--- src/rtl/reset_cause_pkg.sv ---
package reset_cause_pkg;
    // cause vector index order is also precedence order (lowest index wins)
    localparam int RC_NSRC = 4;
    localparam int RC_LSB  = 2;          // status bit of cause index 0
    localparam int IDX_POR = 0;
    localparam int IDX_EXT = 1;
    localparam int IDX_WDG = 2;
    localparam int IDX_SW  = 3;

    typedef enum logic [1:0] {
        ST_POWERUP = 2'd0,
        ST_RUN     = 2'd1,
        ST_HELD    = 2'd2
    } rc_state_t;
endpackage

--- src/rtl/rc_prio_pick.sv ---
module rc_prio_pick #(
    parameter int N = 4
) (
    input  logic [N-1:0] req,
    output logic [N-1:0] pick
);
    logic [N-1:0] neg;
    always_comb begin
        neg  = ~req + N'(1);
        pick = req & neg;   // lowest set index survives
    end
endmodule

--- src/rtl/rc_cause_fsm.sv ---
module rc_cause_fsm
    import reset_cause_pkg::*;
(
    input  logic               clk,
    input  logic               por_n,
    input  logic               ext_rst,
    input  logic               wdog_rst,
    input  logic               sw_rst,
    output logic [RC_NSRC-1:0] cause_q,
    output logic               in_powerup
);
    rc_state_t          state_q, state_d;
    logic [RC_NSRC-1:0] req_vec, pick_in, pick_out, cause_d;
    logic               cause_ld, any_req;

    always_comb begin
        req_vec          = '0;
        req_vec[IDX_EXT] = ext_rst;
        req_vec[IDX_WDG] = wdog_rst;
        req_vec[IDX_SW]  = sw_rst;
        any_req          = |req_vec;
    end

    rc_prio_pick #(.N(RC_NSRC)) u_pick (
        .req  (pick_in),
        .pick (pick_out)
    );

    // state register
    always_ff @(posedge clk or negedge por_n) begin
        if (!por_n) state_q <= ST_POWERUP;
        else        state_q <= state_d;
    end

    // cause register: power-on flag forced asynchronously
    always_ff @(posedge clk or negedge por_n) begin
        if (!por_n) begin
            cause_q          <= '0;
            cause_q[IDX_POR] <= 1'b1;
        end else if (cause_ld) begin
            cause_q <= cause_d;
        end
    end

    // next state and load decisions
    always_comb begin
        state_d  = state_q;
        cause_ld = 1'b0;
        pick_in  = req_vec;
        cause_d  = pick_out;
        unique case (state_q)
            ST_POWERUP: begin
                if (any_req) begin
                    state_d = ST_HELD;                 // POWERUP_TO_HELD
                    if (ext_rst) begin
                        cause_ld         = 1'b1;
                        cause_d          = '0;
                        cause_d[IDX_EXT] = 1'b1;
                    end
                end else begin
                    state_d = ST_RUN;                  // POWERUP_TO_RUN
                end
            end
            ST_RUN: begin
                if (any_req) begin
                    state_d  = ST_HELD;                // RUN_TO_HELD
                    cause_ld = 1'b1;
                end
            end
            ST_HELD: begin
                if (any_req) begin
                    pick_in  = req_vec | cause_q;      // HELD_TO_HELD
                    cause_ld = 1'b1;
                end else begin
                    state_d = ST_RUN;                  // HELD_TO_RUN
                end
            end
            default: state_d = ST_RUN;
        endcase
    end

    assign in_powerup = (state_q == ST_POWERUP);
endmodule

--- src/rtl/rc_read_port.sv ---
module rc_read_port
    import reset_cause_pkg::*;
#(
    parameter int DATA_W = 16
) (
    input  logic [RC_NSRC-1:0] cause,
    input  logic               rd_en,
    output logic [DATA_W-1:0]  rd_data,
    output logic               vec_sel_wdog
);
    localparam int HI_W = DATA_W - RC_NSRC - RC_LSB;
    logic [DATA_W-1:0] status;

    always_comb begin
        status = {{HI_W{1'b0}}, cause, {RC_LSB{1'b0}}};
        rd_data = rd_en ? status : '0;
        vec_sel_wdog = cause[IDX_WDG];
    end
endmodule

--- src/rtl/reset_cause_reg.sv ---
module reset_cause_reg
    import reset_cause_pkg::*;
#(
    parameter int DATA_W = 16
) (
    input  logic              clk,
    input  logic              por_n,
    input  logic              ext_rst,
    input  logic              wdog_rst,
    input  logic              sw_rst,
    input  logic              rd_en,
    output logic [DATA_W-1:0] rd_data,
    output logic              vec_sel_wdog
);
    logic [RC_NSRC-1:0] cause_w;
    logic               in_pu_w;

    rc_cause_fsm u_fsm (
        .clk        (clk),
        .por_n      (por_n),
        .ext_rst    (ext_rst),
        .wdog_rst   (wdog_rst),
        .sw_rst     (sw_rst),
        .cause_q    (cause_w),
        .in_powerup (in_pu_w)
    );

    rc_read_port #(.DATA_W(DATA_W)) u_rd (
        .cause        (cause_w),
        .rd_en        (rd_en),
        .rd_data      (rd_data),
        .vec_sel_wdog (vec_sel_wdog)
    );
endmodule

--- config.mk ---
export PLATFORM = sky130hd
export DESIGN_NAME = reset_cause_reg
export DESIGN_NICKNAME = d
export VERILOG_FILES = /design/src/rtl/reset_cause_pkg.sv /design/src/rtl/rc_prio_pick.sv /design/src/rtl/rc_cause_fsm.sv /design/src/rtl/rc_read_port.sv /design/src/rtl/reset_cause_reg.sv
export SDC_FILE = /design/constraint.sdc
export NUM_CORES = 1
export LEC_CHECK = 0
export BUFFER_PORTS_ARGS = -buffer_cell sky130_fd_sc_hd__buf_4
export CAP_MARGIN = 10
export CORE_AREA = 2 2 39 41
export CTS_BUF_LIST = sky130_fd_sc_hd__clkbuf_16
export DETAILED_ROUTE_END_ITERATION = 10
export DIE_AREA = 0 0 41 43
export PLACE_DENSITY_LB_ADDON = 0.12
export REMOVE_ABC_BUFFERS = 1
export SYNTH_ARGS = -nofsm -noshare
export SYNTH_HDL_FRONTEND = slang
export SYNTH_SLANG_ARGS = --single-unit
--- constraint.sdc ---
create_clock -name clk -period 1.76 [get_ports clk]
set_clock_uncertainty 0.1 [all_clocks]
set_input_delay 0.088 -clock clk [delete_from_list [all_inputs] [get_ports clk]]
set_output_delay 0.088 -clock clk [all_outputs]
set_load 0.02 [all_outputs]
==> impl_metrics.env <==
export IMPL_synth_cell_types=24
export IMPL_arrival_ps=1660
export IMPL_vias=455
export IMPL_startpoint_type="flop"
export IMPL_power_density_nw_per_um2=1790
export IMPL_cp_num_buf_inv=1
export IMPL_row_count=14
export IMPL_dieHeight_um=43
export IMPL_min_to="u_fsm.cause_q[2]"
export IMPL_irDropWorstVdd_v=0.000903
export IMPL_cp_required_ps=1810
export IMPL_rsz0062_at_grt="no"
export IMPL_grt_max_degree=8
export IMPL_final_period_utilization_pct=91.7
export IMPL_syn_inst=62
export IMPL_yosys_warnings=0
export IMPL_gp_congestion=0.810
export IMPL_port_buffers=10
export IMPL_cts_tree="built"
export IMPL_crit_chain="inv_1 > ha_1 > o21a_1 > o21a_2 > o221ai_2"
export IMPL_tns_ps=0
export IMPL_start_util_pct=39.9
export IMPL_cts_htree_levels=1
export IMPL_synthMostInstantiatedCell="buf_4"
export IMPL_grt_overflow=0
export IMPL_wl_um=1060
export IMPL_yosysSeqAreaShare_pct=27.4
export IMPL_num_io_pins=23
export IMPL_fp_dieW_um=41
export IMPL_area_growth_pct=25.9
export IMPL_synth_top_area_share_pct=22.7
export IMPL_synth_ff_type="dfrtp_1"
export IMPL_path_max_fanout=4
export IMPL_synth_area_per_cell_sq_um=8.90
export IMPL_crit_type="reg2reg"
export IMPL_synth_top_cell_by_area="dfrtp_1"
export IMPL_layout_drive_gt1_share_pct=27.6
export IMPL_cap_violations=0
export IMPL_antenna_left=0
export IMPL_setup_slack_ps=146
export IMPL_path_clk_slew_ps=40
export IMPL_critical_path_max_stage_delay_ps=370
export IMPL_die_area_sq_um=1760
export IMPL_cts_buffers=3
export IMPL_crit_path_end_kind="flop"
export IMPL_gr_usage_all_layers_pct=14.7
export IMPL_place_ws_ps=136
export IMPL_worstHoldPathType="in2reg"
export IMPL_regToRegEndpoint="u_fsm.cause_q[3]"
export IMPL_reg2reg_depth=5
export IMPL_crit_family="compound AO/OA/AOI/OAI gates"
export IMPL_synth_edff_count=0
export IMPL_numClockSinks=6
export IMPL_finalPower_uw=1240
export IMPL_avgRoutedWirePerCell_um=11.5
export IMPL_first_pass_iters=4
export IMPL_power_leakage_uw=0.000326
export IMPL_core_sq_um=1380
export IMPL_ff2ff_setup_slack_ps=150
export IMPL_grt_first_pass_wirelength_um=1600
export IMPL_antenna_found_initial=0
export IMPL_synth_commonest_cells="12 x buf_4, 7 x inv_1, 5 x and2_1, 5 x dfrtp_1, 4 x ha_1"
export IMPL_synth_area_sq_um=552
export IMPL_worstReg2RegStart="u_fsm.state_q[0]"
export IMPL_clock_path_buffers=2
export IMPL_clk_latency_ps=230
export IMPL_fmax_mhz=620
export IMPL_async_flop_share_pct=100
export IMPL_drt_iter0_drc=6
export IMPL_fin_crit_ps=1610
export IMPL_via_per_inst=4.95
export IMPL_first_global_vias=410
export IMPL_synth_area_leaders="dfrtp_1 23%, buf_4 16%, ha_1 9.1%"
export IMPL_drc=0
export IMPL_antenna_cells=0
export IMPL_drv_slew=0
export IMPL_min_delay_start="ext_rst"
export IMPL_fin_nets=87
export IMPL_hold_depth=2
export IMPL_synth_seq_cells=6
export IMPL_hold_violations=0
export IMPL_setup_viol=0
export IMPL_clock_root_buffer="clkbuf_16"
export IMPL_status="finished clean"
export IMPL_hpwl_um=857
export IMPL_worst_path_max_delay_cell="dfrtp_1"
[routing by layer]
| layer | vias up | global-route usage, % | wire (um) |
|---|---|---|---|
| met5 | - | 0 | 0 |
| met4 | 0 | 9.33 | 14 |
| met3 | 2 | 8.38 | 76 |
| met2 | 14 | 24.4 | 580 |
| met1 | 215 | 12.4 | 388 |
| li1 | 224 | - | - |
[where the power goes]
part / total [uW] / internal (uW) / switching [uW]
combinational: 605 / 272 / 332
clock: 382 / 295 / 86.1
sequential: 255 / 198 / 56.8
total: 1240 / 766 / 475
[area by class of cell]
cell class | count | area (sq um)
sequential | 6 | 151
fill | 137 | 689
clock inverter | 1 | 3.75
timing repair buffer | 12 | 92.6
clock buffer | 3 | 75.1
tap | 16 | 20.0
inverter | 7 | 26.3
multi-input combinational | 47 | 325
[logic make-up (layout without fill, tap and decap cells)]
logic type / after synthesis / count (layout) / share of synthesized area [%]
buffers and inverters: 20 / 23 / 22.0
adders and majority gates: 4 / 4 / 9.07
and+or+nand+nor: 15 / 15 / 14.7
DFF: 6 / 6 / 27.4
AOI/OAI and AO/OA: 16 / 16 / 26.1
other: 1 / 12 / 0.680
[placed cells by master (no fill, tap or decap), types with 2 or more instances in the layout]
cell	instances
nor3_1	2
nor2_1	2
dfrtp_1	5
o221ai_2	3
and2_1	5
inv_1	8
o2111ai_1	2
clkbuf_16	3
buf_4	11
o21a_1	3
nand2_1	3
o21bai_1	2
ha_1	4
conb_1	12
[state kept, by name, indices dropped and copies added, names as in the netlist]
signal         flops
u_fsm.cause_q      4
u_fsm.state_q      2
[worst reg2reg max path: cells and delay by family (launching register included)]
family          cells  cell delay [ps]
buf+inv             1               90
compound gates      3              640
fa+ha+maj           1              330
flops               1              370
[stage by stage]
stage                     instance area, sq um  util [%]  std cells  hold WS (ps)
after detailed placement                   601      43.4         87          -196
after CTS                                  689      49.8         92          16.8
after floorplan                            498         -         60          -308
after global placement                     601      43.4         87          -197
after global routing                       694      50.2         92          44.1
final                                      694      50.2         92          25.2
[how the worst max path moves through the flow]
stage                          start               end  slack, ps  cells past startpoint
finish              u_fsm.state_q[0]  u_fsm.cause_q[3]        150                      5
global route        u_fsm.state_q[0]  u_fsm.cause_q[2]         30                      5
CTS                 u_fsm.state_q[0]  u_fsm.cause_q[3]        130                      6
detailed placement  u_fsm.state_q[0]  u_fsm.cause_q[3]        140                      6
global placement    u_fsm.state_q[0]  u_fsm.cause_q[1]        170                      5
floorplan           u_fsm.state_q[0]  u_fsm.cause_q[3]        280                      5
[what timing repair did]
action,in CTS,in global routing
gates resized for setup,0,1
setup endpoints to repair,0,1
hold buffers,1,0
endpoints found under the hold margin,6,0
buffers inserted,0,0
Note: power is estimated with default switching activity, not from simulation.
